## src/rtl/mdio_gw_pkg.sv

```systemverilog
package mdio_gw_pkg;

   // gateway word field positions (decoded by software, so they are fixed)
   localparam int GW_W         = 32;
   localparam int F_REG_LSB    = 16;
   localparam int F_PHY_LSB    = 21;
   localparam int F_OP_LSB     = 26;
   localparam int F_ST_BIT     = 28;
   localparam int F_BUSY_BIT   = 30;

   // configuration word field positions
   localparam int C_DIV_LSB    = 8;
   localparam int C_SAMP_LSB   = 16;
   localparam int C_LAUNCH_LSB = 24;
   localparam int C_FIELD_W    = 8;

   // frame tail after the preamble: start(2) op(2) phy(5) reg(5) ta(2) data(16)
   localparam int TAIL_W       = 32;

   typedef enum logic [1:0] {
      OP_NONE  = 2'b00,
      OP_WRITE = 2'b01,
      OP_READ  = 2'b10,
      OP_RSVD  = 2'b11
   } mdio_op_e;

   typedef struct packed {
      mdio_op_e    op;
      logic [4:0]  phy_a;
      logic [4:0]  reg_a;
      logic [15:0] data;
   } mdio_cmd_t;

   function automatic mdio_cmd_t word_to_cmd(input logic [GW_W-1:0] w);
      mdio_cmd_t c;
      c.op    = mdio_op_e'(w[F_OP_LSB +: 2]);
      c.phy_a = w[F_PHY_LSB +: 5];
      c.reg_a = w[F_REG_LSB +: 5];
      c.data  = w[15:0];
      return c;
   endfunction

   function automatic logic cmd_launchable(input logic [GW_W-1:0] w);
      return w[F_BUSY_BIT] && w[F_ST_BIT] &&
             ((w[F_OP_LSB +: 2] == OP_WRITE) || (w[F_OP_LSB +: 2] == OP_READ));
   endfunction

   function automatic logic [TAIL_W-1:0] frame_tail(input mdio_cmd_t c);
      logic [1:0] ta;
      ta = (c.op == OP_READ) ? 2'b00 : 2'b10;
      return {2'b01, c.op, c.phy_a, c.reg_a, ta, c.data};
   endfunction

endpackage

```

## src/rtl/mdio_gw_mdc_gen.sv

```systemverilog
module mdio_gw_mdc_gen #(
   parameter int DIV_W = 8
) (
   input  logic             clk,
   input  logic             rst_n,
   input  logic             run,
   input  logic [DIV_W-1:0] half_div,
   input  logic [DIV_W-1:0] samp_pt,
   input  logic [DIV_W-1:0] launch_pt,
   output logic             mdc,
   output logic             launch,
   output logic             sample,
   output logic             period_end
);
   localparam int CNT_W = DIV_W + 1;

   logic [CNT_W-1:0] cnt_q;
   logic [CNT_W-1:0] last_cnt;
   logic [CNT_W-1:0] half_cnt;
   logic [CNT_W-1:0] samp_cnt;
   logic [CNT_W-1:0] launch_cnt;

   // period = 2*(half_div+1) clocks, so the last count is 2*half_div+1
   assign last_cnt   = {half_div, 1'b1};
   assign half_cnt   = {1'b0, half_div};
   assign samp_cnt   = {1'b0, samp_pt};
   assign launch_cnt = {1'b0, launch_pt};

   assign period_end = run && (cnt_q == last_cnt);
   assign launch     = run && (cnt_q == launch_cnt);
   assign sample     = run && (cnt_q == samp_cnt);
   assign mdc        = run && (cnt_q > half_cnt);

   always_ff @(posedge clk or negedge rst_n) begin
      if (!rst_n)
         cnt_q <= '0;
      else if (!run || period_end)
         cnt_q <= '0;
      else
         cnt_q <= cnt_q + 1'b1;
   end

endmodule

```

## src/rtl/mdio_gw_sync.sv

```systemverilog
module mdio_gw_sync #(
   parameter int STAGES = 2
) (
   input  logic clk,
   input  logic rst_n,
   input  logic d,
   output logic q
);
   generate
      if (STAGES == 0) begin : g_direct
         assign q = d;
      end else begin : g_chain
         logic [STAGES-1:0] sh_q;
         always_ff @(posedge clk or negedge rst_n) begin
            if (!rst_n) begin
               sh_q <= '1;
            end else begin
               sh_q[0] <= d;
               for (int i = 1; i < STAGES; i++)
                  sh_q[i] <= sh_q[i-1];
            end
         end
         assign q = sh_q[STAGES-1];
      end
   endgenerate

endmodule

```

## src/rtl/mdio_gw_seq.sv

```systemverilog
module mdio_gw_seq
   import mdio_gw_pkg::*;
#(
   parameter int PRE_LEN = 32
) (
   input  logic        clk,
   input  logic        rst_n,
   input  logic        start,
   input  logic        abort,
   input  mdio_cmd_t   cmd_i,
   input  logic        launch,
   input  logic        sample,
   input  logic        period_end,
   input  logic        din,
   output logic        active,
   output logic        done,
   output logic        dout,
   output logic        dout_en,
   output logic [15:0] rx_data
);
   localparam int FRAME_LEN = PRE_LEN + TAIL_W;
   localparam int IDX_W     = $clog2(FRAME_LEN);
   localparam logic [IDX_W-1:0] PRE_I  = IDX_W'(PRE_LEN);
   localparam logic [IDX_W-1:0] TA_I   = IDX_W'(PRE_LEN + 14);
   localparam logic [IDX_W-1:0] DATA_I = IDX_W'(PRE_LEN + 16);
   localparam logic [IDX_W-1:0] LAST_I = IDX_W'(FRAME_LEN - 1);

   logic [IDX_W-1:0]  idx_q;
   logic [TAIL_W-1:0] tail_q;
   logic              rd_q;
   logic              active_q;
   logic              dout_q;
   logic              oe_q;
   logic [15:0]       rx_q;
   logic [IDX_W-1:0]  back_idx;
   logic              tail_bit;
   logic              at_last;

   assign back_idx = LAST_I - idx_q;
   assign tail_bit = tail_q[back_idx[4:0]];
   assign at_last  = (idx_q == LAST_I);
   assign done     = active_q && period_end && at_last;

   always_ff @(posedge clk or negedge rst_n) begin
      if (!rst_n) begin
         idx_q    <= '0;
         tail_q   <= '0;
         rd_q     <= 1'b0;
         active_q <= 1'b0;
         dout_q   <= 1'b0;
         oe_q     <= 1'b0;
         rx_q     <= '0;
      end else if (start) begin
         idx_q    <= '0;
         tail_q   <= frame_tail(cmd_i);
         rd_q     <= (cmd_i.op == OP_READ);
         active_q <= 1'b1;
         oe_q     <= 1'b0;
         rx_q     <= '0;
      end else if (abort) begin
         active_q <= 1'b0;
         oe_q     <= 1'b0;
         dout_q   <= 1'b0;
      end else if (active_q) begin
         if (launch) begin
            dout_q <= (idx_q < PRE_I) ? 1'b1 : tail_bit;
            oe_q   <= !(rd_q && (idx_q >= TA_I));
         end
         if (sample && rd_q && (idx_q >= DATA_I))
            rx_q <= {rx_q[14:0], din};
         if (period_end) begin
            if (at_last) begin
               active_q <= 1'b0;
               oe_q     <= 1'b0;
            end else begin
               idx_q <= idx_q + 1'b1;
            end
         end
      end
   end

   assign active  = active_q;
   assign dout    = dout_q;
   assign dout_en = oe_q;
   assign rx_data = rx_q;

endmodule

```

## src/rtl/mdio_gateway.sv

```systemverilog
module mdio_gateway
   import mdio_gw_pkg::*;
#(
   parameter int PRE_LEN     = 32,
   parameter int SYNC_STAGES = 2,
   parameter int RST_DIV     = 24,
   parameter int RST_SAMP    = 6,
   parameter int RST_LAUNCH  = 13
) (
   input  logic        clk,
   input  logic        rst_n,
   input  logic        wr_en,
   input  logic        wr_sel,
   input  logic [31:0] wr_data,
   input  logic        rd_sel,
   output logic [31:0] rd_data,
   input  logic        mdio_i,
   output logic        mdc,
   output logic        mdio_o,
   output logic        mdio_oe
);
   localparam int PERIOD_LAST = 2 * RST_DIV + 1;
   localparam logic [GW_W-1:0] CFG_RST =
      {C_FIELD_W'(RST_LAUNCH), C_FIELD_W'(RST_SAMP), C_FIELD_W'(RST_DIV), 8'h00};

   generate
      if (PRE_LEN < 1 || PRE_LEN > 64) begin : g_bad_pre
         $error("mdio_gateway: PRE_LEN must lie in 1..64");
      end
      if (SYNC_STAGES < 0 || SYNC_STAGES > 4) begin : g_bad_sync
         $error("mdio_gateway: SYNC_STAGES must lie in 0..4");
      end
      if (RST_DIV < 0 || RST_DIV > 255) begin : g_bad_div
         $error("mdio_gateway: RST_DIV must fit the 8-bit field");
      end
      if (RST_SAMP > PERIOD_LAST || RST_LAUNCH > PERIOD_LAST) begin : g_bad_pts
         $error("mdio_gateway: reset sample/launch points exceed the MDC period");
      end
   endgenerate

   logic [GW_W-1:0] gw_q;
   logic [GW_W-1:0] cfg_q;
   logic            busy;
   logic            gw_hit;
   logic            cfg_hit;
   logic            start;
   logic            abort;
   logic            seq_active;
   logic            seq_done;
   logic [15:0]     seq_rx;
   logic            din_sync;
   logic            tick_launch;
   logic            tick_sample;
   logic            tick_end;
   mdio_cmd_t       new_cmd;

   assign busy    = gw_q[F_BUSY_BIT];
   assign gw_hit  = wr_en && !wr_sel;
   assign cfg_hit = wr_en && wr_sel;
   assign start   = gw_hit && !busy && cmd_launchable(wr_data);
   assign abort   = gw_hit && busy && (wr_data == '0);
   assign new_cmd = word_to_cmd(wr_data);

   always_ff @(posedge clk or negedge rst_n) begin
      if (!rst_n) begin
         gw_q  <= '0;
         cfg_q <= CFG_RST;
      end else begin
         if (cfg_hit)
            cfg_q <= wr_data;
         if (gw_hit && !busy) begin
            gw_q             <= wr_data;
            gw_q[F_BUSY_BIT] <= cmd_launchable(wr_data);
         end else if (abort) begin
            gw_q <= '0;
         end else if (seq_done) begin
            gw_q[F_BUSY_BIT] <= 1'b0;
            if (gw_q[F_OP_LSB +: 2] == OP_READ)
               gw_q[15:0] <= seq_rx;
         end
      end
   end

   assign rd_data = rd_sel ? cfg_q : gw_q;

   mdio_gw_mdc_gen #(
      .DIV_W (C_FIELD_W)
   ) u_mdc_gen (
      .clk        (clk),
      .rst_n      (rst_n),
      .run        (seq_active),
      .half_div   (cfg_q[C_DIV_LSB +: C_FIELD_W]),
      .samp_pt    (cfg_q[C_SAMP_LSB +: C_FIELD_W]),
      .launch_pt  (cfg_q[C_LAUNCH_LSB +: C_FIELD_W]),
      .mdc        (mdc),
      .launch     (tick_launch),
      .sample     (tick_sample),
      .period_end (tick_end)
   );

   mdio_gw_sync #(
      .STAGES (SYNC_STAGES)
   ) u_sync (
      .clk   (clk),
      .rst_n (rst_n),
      .d     (mdio_i),
      .q     (din_sync)
   );

   mdio_gw_seq #(
      .PRE_LEN (PRE_LEN)
   ) u_seq (
      .clk        (clk),
      .rst_n      (rst_n),
      .start      (start),
      .abort      (abort),
      .cmd_i      (new_cmd),
      .launch     (tick_launch),
      .sample     (tick_sample),
      .period_end (tick_end),
      .din        (din_sync),
      .active     (seq_active),
      .done       (seq_done),
      .dout       (mdio_o),
      .dout_en    (mdio_oe),
      .rx_data    (seq_rx)
   );

endmodule

```

## config.mk

```make
export PLATFORM = sky130hd
export DESIGN_NAME = mdio_gateway
export DESIGN_NICKNAME = d
export VERILOG_FILES = /design/src/rtl/mdio_gw_pkg.sv /design/src/rtl/mdio_gw_mdc_gen.sv /design/src/rtl/mdio_gw_sync.sv /design/src/rtl/mdio_gw_seq.sv /design/src/rtl/mdio_gateway.sv
export SDC_FILE = /design/constraint.sdc
export NUM_CORES = 1
export LEC_CHECK = 0
export ABC_AREA = 1
export BUFFER_PORTS_ARGS = -buffer_cell sky130_fd_sc_hd__buf_2
export CORE_MARGIN = 5
export CORE_UTILIZATION = 47
export CTS_CLUSTER_DIAMETER = 120
export CTS_CLUSTER_SIZE = 8
export DETAILED_ROUTE_END_ITERATION = 8
export HOLD_SLACK_MARGIN = 0.05
export PLACE_DENSITY = 0.63
export SETUP_SLACK_MARGIN = 0.02
export SLEW_MARGIN = 20
export SYNTH_ARGS = -nofsm -noshare
export SYNTH_HDL_FRONTEND = slang
export SYNTH_SLANG_ARGS = --single-unit
```

## constraint.sdc

```tcl
create_clock -name clk -period 2.9 [get_ports clk]
set_input_delay 0.725 -clock clk [delete_from_list [all_inputs] [get_ports clk]]
set_output_delay 0.725 -clock clk [all_outputs]
set_load 0.02 [all_outputs]
```

### Word level (Yosys, flattened, before mapping)

Index checks and enable logic that the tools add are counted.

* register bits after elaboration: 132
* output and inout port bits: 35
* word-level logic and storage cells: 105

* add/subtract/negate cells: 3
* $lt $le $gt $ge: 5
* eq/ne operators: 9
* mux-type cells: 37
* bitwise gates (word level): 1
* reductions and logical operators: 37

Operators with widths (number)
* 2-to-1 mux 16 bit: 7
* 2-to-1 mux 32 bit: 2
* logical NOT 32 bit: 1
* 2-to-1 mux 6 bit: 5
* 2-to-1 mux 1 bit: 19
* == test 9 x 8 -> 1 bit: 2
* logical AND 1 bit: 17
* 2-to-1 mux 14 bit: 1
* greater-or-equal comparator 6 bit (second input constant): 2
* nonzero test 2 bit: 6
* adder 9 x 1 -> 9 bit (second input constant): 1
* == test 9 bit: 1
* greater-than comparator 9 x 8 -> 1 bit: 1
* 2-to-1 mux 9 bit: 1
* nonzero test 3 bit: 3
* adder 6 x 1 -> 6 bit (second input constant): 1
* == test 6 bit (second input constant): 1
* less-than comparator 5 x 6 -> 1 bit (second input constant): 1
* less-than comparator 6 bit (second input constant): 1
* AND reduction 3 bit: 2
* binary-select mux 1 bit (select 5 bit): 1
* subtractor 5 bit (first input constant): 1
* == test 2 bit (second input constant): 2
* logical NOT 1 bit: 4
* other kinds (7): 9

### Longest topological paths before layout

Gate-level depths: netlist (run 1).

* word-level depth: 9
* depth in mapped cells: 14
* gate-level depth less buffers: 13

### Modules after synthesis

Synthesis (run 1) repeated with hierarchy kept, for this count alone.

* cell total of the unflattened synthesis: 888
* area, all modules: 7071.8 µm²

By module, submodules not included
* mdio_gateway: instances 1, cells each 390, area each 3315.7 µm², sequential area each 1610.3 µm²
* mdio_gw_seq: instances 1, cells each 334, area each 2638.8 µm², sequential area each 1401.3 µm²
* mdio_gw_mdc_gen: instances 1, cells each 162, area each 1064.8 µm², sequential area each 225.2 µm²
* mdio_gw_sync: instances 1, cells each 2, area each 52.6 µm², sequential area each 52.6 µm²

### Worst setup path before layout (run 1)

Ideal clock, no wire load.

* path kind: input to output
* from: input rd_sel
* to: output rd_data[10]
* data arrival time: 1.756 ns
* slack: 0.419 ns
* stages: 4
* cells stage by stage: clkbuf_1 -> clkbuf_1 -> nor2_1 -> a21oi_1

* word-level cells in the longest chain between the ends: 1

RTL lines
* start: declaration: RTL line mdio_gateway.sv:15 `input logic rd_sel,`
* 2-to-1 mux 32 bit: RTL line mdio_gateway.sv:84 `assign rd_data = rd_sel ? cfg_q : gw_q;`
* end: declaration: RTL line mdio_gateway.sv:16 `output logic [31:0] rd_data,`

Every way passes these cells.

### Worst setup path after layout (run 1)

* from: register cfg_q[11]
* to: output mdc

* word-level cells in the longest chain between the ends: 2

RTL lines
* start: declaration: RTL line mdio_gateway.sv:42 `logic [GW_W-1:0] cfg_q;`
* start signal: assignment: RTL line mdio_gateway.sv:70 `cfg_q <= wr_data;`
* greater-than comparator 9 x 8 -> 1 bit: RTL line mdio_gw_mdc_gen.sv:32 `assign mdc = run && (cnt_q > half_cnt);`
* logical AND 1 bit: RTL line mdio_gw_mdc_gen.sv:32
* end: declaration: RTL line mdio_gateway.sv:18 `output logic mdc,`

Every way passes these cells.

==> summary.md, run 1 <==
| Metric | Value |
|---|---|
| TritonCTS Buffers | `17` |
| Dpl hpwl | `14500 microns` |
| Worst relative slew slack | `0.586` |
| Leak Pwr | `4.16 nW` |
| Largest net degree at the start of global routing | `67` |
| Startpoint class of the critical path | `flip-flop` |
| Fin. max-slew vios | `0` |
| Inst Count DP | `1178` |
| # setup viols final | `0` |
| Number of global-route vias before repair | `6237` |
| CTS Root Cell | `clkbuf_16` |
| Seq pwr share | `0.406` |
| CTS Hold Bufs | `0` |
| Avg Inst Size Synth | `7.42 sq um` |
| Ports | `73` |
| Post-DR wirelength/cell | `16.3 microns` |
| Status | `completed` |
| Peak supply drop | `0.494 mV` |
| Min-delay worst type | `input port to async pin` |
| Number of remaining DRC errors | `0` |
| First-pass GRT wire length | `32300 microns` |
| NetSw | `0.00226 W` |
| Cell Int Power | `0.00420 W` |
| TritonCTS clock tree | `built` |
| Critical Path Source | `cfg_q[11]$_DFFE_PN1P_` |
| Die Y | `132 microns` |
| Starting Density | `0.480` |
| Port bufs | `72` |
| Antenna Cells | `0` |
| Final hold vios | `0` |
| RR Startpoint | `u_seq.idx_q[1]$_DFFE_PN0P_` |
| Clock skew | `0.0102 ns` |
| Via-per-instance ratio | `5.29` |
| H-tree levels | `4` |
| Crit path DAT | `2.01 ns` |
| Least-Margin Pin Slew | `0.621 ns` |
| Clock power share | `0.305` |
| Cell Area, Synth | `7010 sq um` |
| Synthesized Nets | `994` |
| FP Rows | `44` |
| Routed WL | `19700 microns` |
| FF+latch count, synth | `131` |
| Synth Instances | `944` |
| Hold_ws | `0.288 ns` |
| Cell Count, Final, Fillers Out | `1209` |
| Final period util | `0.944` |
| RSZ-0062 raised after global routing | `false` |
| Global route overflow | `0` |
| R2R cell count | `7` |
| Clock Tree Buf Depth | `2` |
| Core Footprint | `14600 sq um` |
| Reg2Reg Capture Point | `gw_q[15]$_DFFE_PN0P_` |
| Gr usage total | `0.229` |
| Initial antenna violation count | `0` |
| Maxcap violations | `0` |
| Synth Warn # | `0` |
| Clock sinks | `131` |
| DRT antenna net count | `0` |
| Sw frac | `0.349` |
| Reg clk slew, reported paths | `0.06 ns` |
| Fin nets | `1063` |
| Netlist cell types | `38` |
| Power per cell area | `793 nW/um^2` |
| Worst EP required | `2.17 ns` |
| Final setup TNS | `0 ns` |
| Min Tclk post-route | `2.74 ns` |
| Die area | `17400 sq um` |
| Crit end category | `output pin` |
| Share of cells above drive strength 1 | `0.155` |
| Register area share after synthesis | `0.469` |
| First drt pass iteration count | `5` |
| Max FO, Critical Path | `3` |
| FMAX | `0.365 GHz` |
| RD Place Congestion | `0.968` |
| Initial drt markers | `591` |
| DIE WIDTH | `132 microns` |
| R2R Setup Slk | `0.81 ns` |
| Via count | `6399` |
| Gate power share | `0.289` |
| Crit path kind | `flip-flop to output pin` |
| Area Overhead vs Synth | `16.3%` |
| Clock Latency Late Sink | `0.42 ns` |
stage by stage:
stage	area, sq um	util	setup WS (ns)	power (W)
2_1_floorplan	7010	-	0.419	0.00391
3_3_place_gp	7590	0.521	0.447	0.00447
3_5_place_dp	7590	0.521	0.458	0.00451
4_1_cts	8130	0.557	0.0776	0.00649
5_1_grt	8150	0.558	0.0457	0.00690
6_report	8150	0.558	0.164	0.00646
synthesized netlist by cell type:
cell type  number  area (sq um)
a21oi_1        14          70.1
a21oi_2         2          17.5
a31oi_1         2          12.5
a41oi_1         1          8.76
and2_1          1          6.26
and3_1          1          6.26
buf_1           5          18.8
buf_2           9          45.0
buf_6           1          11.3
clkbuf_1       24          90.1
clkinv_1        2          7.51
dfrtp_1       122          3050
dfstp_2         9           236
ha_1           12           150
inv_1         104           390
inv_2          15          56.3
mux2_2          9           101
nand2_1       279          1050
nand2_2         1          6.26
nand2_4         1          11.3
nand3_1        60           300
nand3_4         1          17.5
nand3b_1        2          15.0
nand4_1        13          81.3
nor2_1        105           394
nor2_2          2          12.5
nor3_1         11          55.1
nor3b_1         1          7.51
nor4_1          1          6.26
o211ai_1        1          7.51
o21a_1          1          7.51
o21ai_0        75           375
o21ai_1         9          45.0
o22ai_1        32           200
or2_1           1          6.26
or2_2           1          6.26
xnor2_1         5          43.8
xor2_1          9          78.8
layout make-up:
cell class                 instances  area [sq um]
clock inverter                     4          25.0
inverter                         121           454
sequential                       131          3290
tap                              184           230
clock buffer                      27           513
multi-input combinational        653          3110
fill                            1465          6440
timing repair buffer              89           522
worst max-delay path by stage:
stage	endpoint	cells after the start
2_1_floorplan	rd_data[10]	4
3_3_place_gp	rd_data[3]	4
3_5_place_dp	rd_data[0]	4
4_1_cts	mdc	9
5_1_grt	mdc	9
6_report	mdc	9
cell families after synthesis:
logic type	Yosys count	share of synthesized area
muxes	9	0.0145
AOI/OAI and AO/OA	137	0.106
and+or+nand+nor	481	0.283
adders and majority gates	12	0.0214
buffers and inverters	160	0.0884
xor gates and xnor gates	14	0.0175
DFF	131	0.469
power groups by stage:
| stage | registers (W) | logic (W) | clock network (W) |
|---|---|---|---|
| floorplan | 0.00256 | 0.00134 | 0 |
| global placement | 0.00264 | 0.00183 | 0 |
| detailed placement | 0.00265 | 0.00186 | 0 |
| CTS | 0.00262 | 0.00187 | 0.00199 |
| global route | 0.00268 | 0.00214 | 0.00208 |
| finish | 0.00263 | 0.00187 | 0.00197 |
sequential cells by signal (all words and copies together) (netlist names):
register and cells:
u_seq.dout_en 1, u_sync.g_chain.sh_q 2, u_seq.rd_q 1, u_seq.tail_q 30, u_seq.idx_q 6, gw_q 32
u_mdc_gen.cnt_q 9, cfg_q 32, u_seq.rx_data 16, u_seq.dout 1, u_seq.active 1
per-layer routing:
metal,global-route usage,vias up,wire length (microns)
met4,0.0886,0,560
li1,-,3152,-
met3,0.0420,37,975
met5,0,-,0
met1,0.318,3021,9150
met2,0.359,189,8970
critical path: stages (launching register included):
cell      delay, ns
dfstp_2        0.55
inv_1          0.06
ha_1           0.32
nand2_1        0.06
o21ai_1        0.12
nand2_1        0.06
o211ai_1       0.08
nor2_1         0.06
nor3_1         0.13
buf_4          0.17
what timing repair did:
| action | in CTS | in global routing |
|---|---|---|
| setup buffers | 0 | 0 |
| endpoints found under the setup margin | 0 | 1 |
| gates resized for setup | 0 | 3 |
placed cells by master, fill, tap and decap left out, types with 5 or more instances in the layout:
cell type,n
clkbuf_16,17
nand3_1,60
o21ai_0,74
inv_2,15
xnor2_1,5
a21oi_1,14
inv_1,104
o22ai_1,32
dfstp_2,9
buf_2,70
nand4_1,13
nor2_1,105
nor3_1,11
nand2_1,278
buf_4,16
dfrtp_1,122
xor2_1,9
o21ai_1,10
mux2_2,9
clkbuf_8,5
clkbuf_1,5
ha_1,11
Note: power is estimated with default switching activity, not from simulation.
==> run 2: changes to the inputs <==
--- a/config.mk
+++ b/config.mk
@@ -6,7 +6,7 @@
 export NUM_CORES = 1
 export LEC_CHECK = 0
 export ABC_AREA = 1
-export BUFFER_PORTS_ARGS = -buffer_cell sky130_fd_sc_hd__buf_2
+export BUFFER_PORTS_ARGS = -buffer_cell sky130_fd_sc_hd__clkbuf_2
 export CORE_MARGIN = 5
 export CORE_UTILIZATION = 47
 export CTS_CLUSTER_DIAMETER = 120
==> summary.md, run 2 (same netlist as run 1, synthesis figures left out) <==
| Metric | Value |
|---|---|
| Status | `completed` |
| Number of global-route vias before repair | `6076` |
| Worst relative slew slack | `0.591` |
| RD Place Congestion | `0.957` |
| Final period util | `0.952` |
| Crit end category | `output pin` |
| Final core occ | `0.561` |
| RSZ-0062 raised after global routing | `false` |
| Reg2Reg Capture Point | `gw_q[14]$_DFFE_PN0P_` |
| Min Tclk post-route | `2.76 ns` |
| R2R Setup Slk | `0.83 ns` |
| Max FO, Critical Path | `7` |
| FP Rows | `44` |
| Filler cell count | `1379` |
| Maxcap violations | `0` |
| Crit path kind | `flip-flop to output pin` |
| Routed WL | `19500 microns` |
| H-tree levels | `4` |
| Worst Setup Slack, final | `0.140 ns` |
| Clock Tree Buf Depth | `2` |
| Core Footprint | `14600 sq um` |
| Antenna Cells | `0` |
| Commonest cells after routing, fill and taps aside | `278 x nand2_1, 122 x dfrtp_1, 105 x nor2_1, 104 x inv_1, 74 x o21ai_0` |
| Post-DR wirelength/cell | `16.1 microns` |
| Startpoint class of the critical path | `flip-flop` |
| Starting Density | `0.480` |
| First-pass GRT wire length | `32300 microns` |
| RR Startpoint | `u_seq.idx_q[1]$_DFFE_PN0P_` |
| Gate power share | `0.288` |
| Peak supply drop | `0.360 mV` |
| Dpl hpwl | `14400 microns` |
| Global route overflow | `0` |
| Fin. max-slew vios | `0` |
| TritonCTS Buffers | `17` |
| Largest net degree at the start of global routing | `65` |
| Die Y | `132 microns` |
| Die area | `17400 sq um` |
| Clock Latency Late Sink | `0.42 ns` |
| Least-Margin Pin Slew | `0.614 ns` |
| DIE WIDTH | `132 microns` |
| Sw frac | `0.351` |
| # setup viols final | `0` |
| Number of remaining DRC errors | `0` |
| Crit path DAT | `2.03 ns` |
| Min-delay worst type | `input port to async pin` |
| Leak Pwr | `4.18 nW` |
| First drt pass iteration count | `5` |
| Clock skew | `0.00972 ns` |
| Final hold vios | `0` |
| CTS Hold Bufs | `0` |
| Worst EP required | `2.17 ns` |
| Commonest non-fill, non-tap cell in the layout | `nand2_1` |
| Initial antenna violation count | `0` |
| Share of cells above drive strength 1 | `0.161` |
| Via-per-instance ratio | `5.26` |
| Area Overhead vs Synth | `16.8%` |
| Clock sinks | `131` |
| Dpl ws | `0.515 ns` |
| Initial drt markers | `463` |
| Largest regs | `cfg_q x32, gw_q x32, u_seq.tail_q x30` |
| Ports | `73` |
| DRT antenna net count | `0` |
| FMAX | `0.362 GHz` |
| Final setup TNS | `0 ns` |
| Gr usage total | `0.231` |
| Port bufs | `72` |
| R2R cell count | `7` |
| Via count | `6368` |
| Reg clk slew, reported paths | `0.06 ns` |
| TritonCTS clock tree | `built` |
| Clock power share | `0.311` |
| Fin nets | `1063` |
| Seq pwr share | `0.401` |
| Cell Int Power | `0.00424 W` |
| Power per cell area | `798 nW/um^2` |
| CTS Root Cell | `clkbuf_16` |
| NetSw | `0.00229 W` |
==> run 2: how the worst max path moves through the flow <==
stage / cells past startpoint / start / to / slack [ns]
finish: 6 / u_mdc_gen.cnt_q[6]$_DFF_PN0_ / mdc / 0.14
floorplan: 4 / rd_sel / rd_data[10] / 0.42
detailed placement: 9 / cfg_q[12]$_DFFE_PN1P_ / mdc / 0.51
global route: 9 / cfg_q[12]$_DFFE_PN1P_ / mdc / 0.03
global placement: 9 / cfg_q[12]$_DFFE_PN1P_ / mdc / 0.54
CTS: 9 / cfg_q[12]$_DFFE_PN1P_ / mdc / 0.06
==> run 2: per-layer routing <==
metal / GRT usage / vias up / share of wire
met5: 0 / - / 0
met4: 0.0703 / 0 / 0.017
met3: 0.0481 / 30 / 0.056
met2: 0.362 / 196 / 0.46
met1: 0.323 / 2989 / 0.46
li1: - / 3153 / -
==> run 2: area by class of cell <==
cell class | count | area (sq um) | share of cell area
tap | 184 | 230 | 0.0281
sequential | 131 | 3290 | 0.402
timing repair buffer | 89 | 522 | 0.0637
inverter | 121 | 454 | 0.0555
multi-input combinational | 653 | 3130 | 0.383
clock buffer | 22 | 474 | 0.0579
clock inverter | 10 | 83.8 | 0.0102
==> run 2: what timing repair did <==
item,CTS,global route
resized for setup,0,6
endpoints found under the hold margin,0,0
buffers inserted,0,0
endpoints found under the setup margin,0,1
==> run 2: per-stage QoR <==
step | std cells | area, sq um | total power (W) | hold slack [ns]
after floorplan | 944 | 7010 | 0.00391 | 0.345
after global placement | 1178 | 7590 | 0.00448 | 0.347
after detailed placement | 1178 | 7590 | 0.00451 | 0.347
after CTS | 1210 | 8150 | 0.00656 | 0.313
after global routing | 1210 | 8190 | 0.00700 | 0.339
final | 1210 | 8190 | 0.00653 | 0.303
==> run 2: power by group through the flow <==
stage	sequential, W	combinational, W	clock (W)
floorplan	0.00256	0.00134	0
global placement	0.00264	0.00184	0
CTS	0.00261	0.00188	0.00207
global route	0.00268	0.00218	0.00215
finish	0.00262	0.00188	0.00203
detailed placement	0.00264	0.00186	0
==> run 2: critical path, stage by stage (launching register included) <==
cell	delay, ns
dfrtp_1	0.51
ha_1	0.38
nand2_1	0.10
nor4_2	0.25
nor2_1	0.07
nor3_1	0.14
buf_4	0.17
==> run 3: changes to the inputs <==
--- a/config.mk
+++ b/config.mk
@@ -13,7 +13,7 @@
 export CTS_CLUSTER_SIZE = 8
 export DETAILED_ROUTE_END_ITERATION = 8
 export HOLD_SLACK_MARGIN = 0.05
-export PLACE_DENSITY = 0.63
+export PLACE_DENSITY = 0.66
 export SETUP_SLACK_MARGIN = 0.02
 export SLEW_MARGIN = 20
 export SYNTH_ARGS = -nofsm -noshare
==> constraint.sdc (replaced) <==
create_clock -name clk -period 2.5 [get_ports clk]
set_input_delay 0.625 -clock clk [delete_from_list [all_inputs] [get_ports clk]]
set_output_delay 0.625 -clock clk [all_outputs]
set_load 0.02 [all_outputs]
==> summary.md, run 3 (same netlist as run 1, synthesis figures left out) <==
| Metric | Value |
|---|---|
| TritonCTS clock tree | `built` |
| Ports | `73` |
| Global route overflow | `0` |
| Commonest non-fill, non-tap cell in the layout | `nand2_1` |
| Commonest cells after routing, fill and taps aside | `278 x nand2_1, 122 x dfrtp_1, 105 x nor2_1, 102 x inv_1, 74 x o21ai_0` |
| Crit path DAT | `2.00 ns` |
| Least-Margin Pin Slew | `0.443 ns` |
| Post-DR wirelength/cell | `16.5 microns` |
| RD Place Congestion | `0.960` |
| Routed WL | `20200 microns` |
| Final period util | `1.05` |
| R2R cell count | `13` |
| Min-delay worst type | `input port to async pin` |
| Reg clk slew, reported paths | `0.06 ns` |
| Starting Density | `0.480` |
| Crit path kind | `flip-flop to output pin` |
| Crit end category | `output pin` |
| Power per cell area | `926 nW/um^2` |
| Via count | `6433` |
| Failing checks | `negative setup slack` |
| Worst EP required | `1.88 ns` |
| First-pass GRT wire length | `33200 microns` |
| Antenna Cells | `0` |
| Number of global-route vias before repair | `6099` |
| # setup viols final | `1` |
| RR Startpoint | `cfg_q[12]$_DFFE_PN1P_` |
| Worst Setup Slack, final | `-0.123 ns` |
| Die area | `17400 sq um` |
| R2R Setup Slk | `0.45 ns` |
| Fin. max-slew vios | `0` |
| Min Tclk post-route | `2.62 ns` |
| Die Y | `132 microns` |
| Pwr Total | `0.00771 W` |
| Dpl hpwl | `14700 microns` |
| Dpl ws | `0.192 ns` |
| Initial antenna violation count | `0` |
| Filler cell count | `1392` |
| Leak Pwr | `4.26 nW` |
| First drt pass iteration count | `5` |
| Largest net degree at the start of global routing | `52` |
| DRT antenna net count | `0` |
| FP Rows | `44` |
| Gr usage total | `0.237` |
| Clock sinks | `131` |
| TritonCTS Buffers | `17` |
| Port bufs | `72` |
| Reg2Reg Capture Point | `gw_q[3]$_DFFE_PN0P_` |
| Clock Latency Late Sink | `0.42 ns` |
| Largest regs | `cfg_q x32, gw_q x32, u_seq.tail_q x30` |
| Number of remaining DRC errors | `0` |
| Core Footprint | `14600 sq um` |
| Status | `finished with violations` |
| Maxcap violations | `0` |
| Share of cells above drive strength 1 | `0.174` |
| Clock Tree Buf Depth | `2` |
| FMAX | `0.381 GHz` |
| RSZ-0062 raised after global routing | `true` |
| Peak supply drop | `0.570 mV` |
| Initial drt markers | `617` |
| H-tree levels | `4` |
| Startpoint class of the critical path | `flip-flop` |
| Area Overhead vs Synth | `18.8%` |
| Hold_ws | `0.116 ns` |
| Fin nets | `1077` |
| DIE WIDTH | `132 microns` |
| Via-per-instance ratio | `5.26` |
| Max FO, Critical Path | `4` |
| CTS Root Cell | `clkbuf_16` |
| Worst relative slew slack | `0.705` |
| Clock skew | `0.00892 ns` |
| Final hold vios | `0` |
## run 3: layout make-up
type / count / area [sq um] / share of cell area
multi-input combinational: 653 / 3130 / 0.376
sequential: 131 / 3290 / 0.395
tap: 184 / 230 / 0.0277
inverter: 121 / 454 / 0.0546
timing repair buffer: 103 / 639 / 0.0768
clock inverter: 8 / 76.3 / 0.00917
clock buffer: 24 / 502 / 0.0603
## run 3: critical path, cell delays in order (launching register included)
cell     delay (ns)
dfstp_2        0.53
inv_2          0.05
ha_4           0.28
nand4_1        0.09
nor4_2         0.27
nor2_1         0.06
nor3_1         0.13
buf_4          0.17
## run 3: metal layers
layer | track usage | vias up | share of wire
met5 | 0 | - | 0
met2 | 0.360 | 202 | 0.46
met4 | 0.0606 | 0 | 0.016
met3 | 0.0542 | 28 | 0.054
li1 | - | 3182 | -
met1 | 0.344 | 3021 | 0.47
## run 3: worst max path at each step
stage	to	cells past startpoint	startpoint
2_1_floorplan	mdc	8	cfg_q[12]$_DFFE_PN1P_
6_report	mdc	7	cfg_q[12]$_DFFE_PN1P_
3_5_place_dp	u_seq.rx_data[15]$_DFFE_PN0P_	10	wr_data[27]
4_1_cts	mdc	9	cfg_q[12]$_DFFE_PN1P_
5_1_grt	mdc	7	cfg_q[12]$_DFFE_PN1P_
3_3_place_gp	mdc	9	cfg_q[12]$_DFFE_PN1P_
## run 3: timing repair
| item | CTS | global route |
|---|---|---|
| endpoints found under the setup margin | 1 | 1 |
| hold buffers | 0 | 0 |
| buffers inserted | 3 | 1 |
| resized for setup | 7 | 1 |
| pin swaps | 3 | 4 |
## run 3: through the flow
stage               instance area (sq um)  utilization  instances  TNS (ns)
floorplan                            7010            -        944         0
global placement                     7680        0.527       1188         0
detailed placement                   7680        0.527       1188         0
CTS                                  8320        0.570       1223    -0.113
global route                         8320        0.571       1224    -0.236
finish                               8320        0.571       1224    -0.123
## run 3: where the power goes
| group | switching, W | total [W] | internal (W) |
|---|---|---|---|
| Clock | 0.000926 | 0.00242 | 0.00149 |
| Combinational | 0.00145 | 0.00228 | 0.000831 |
| Sequential | 0.000314 | 0.00301 | 0.00270 |
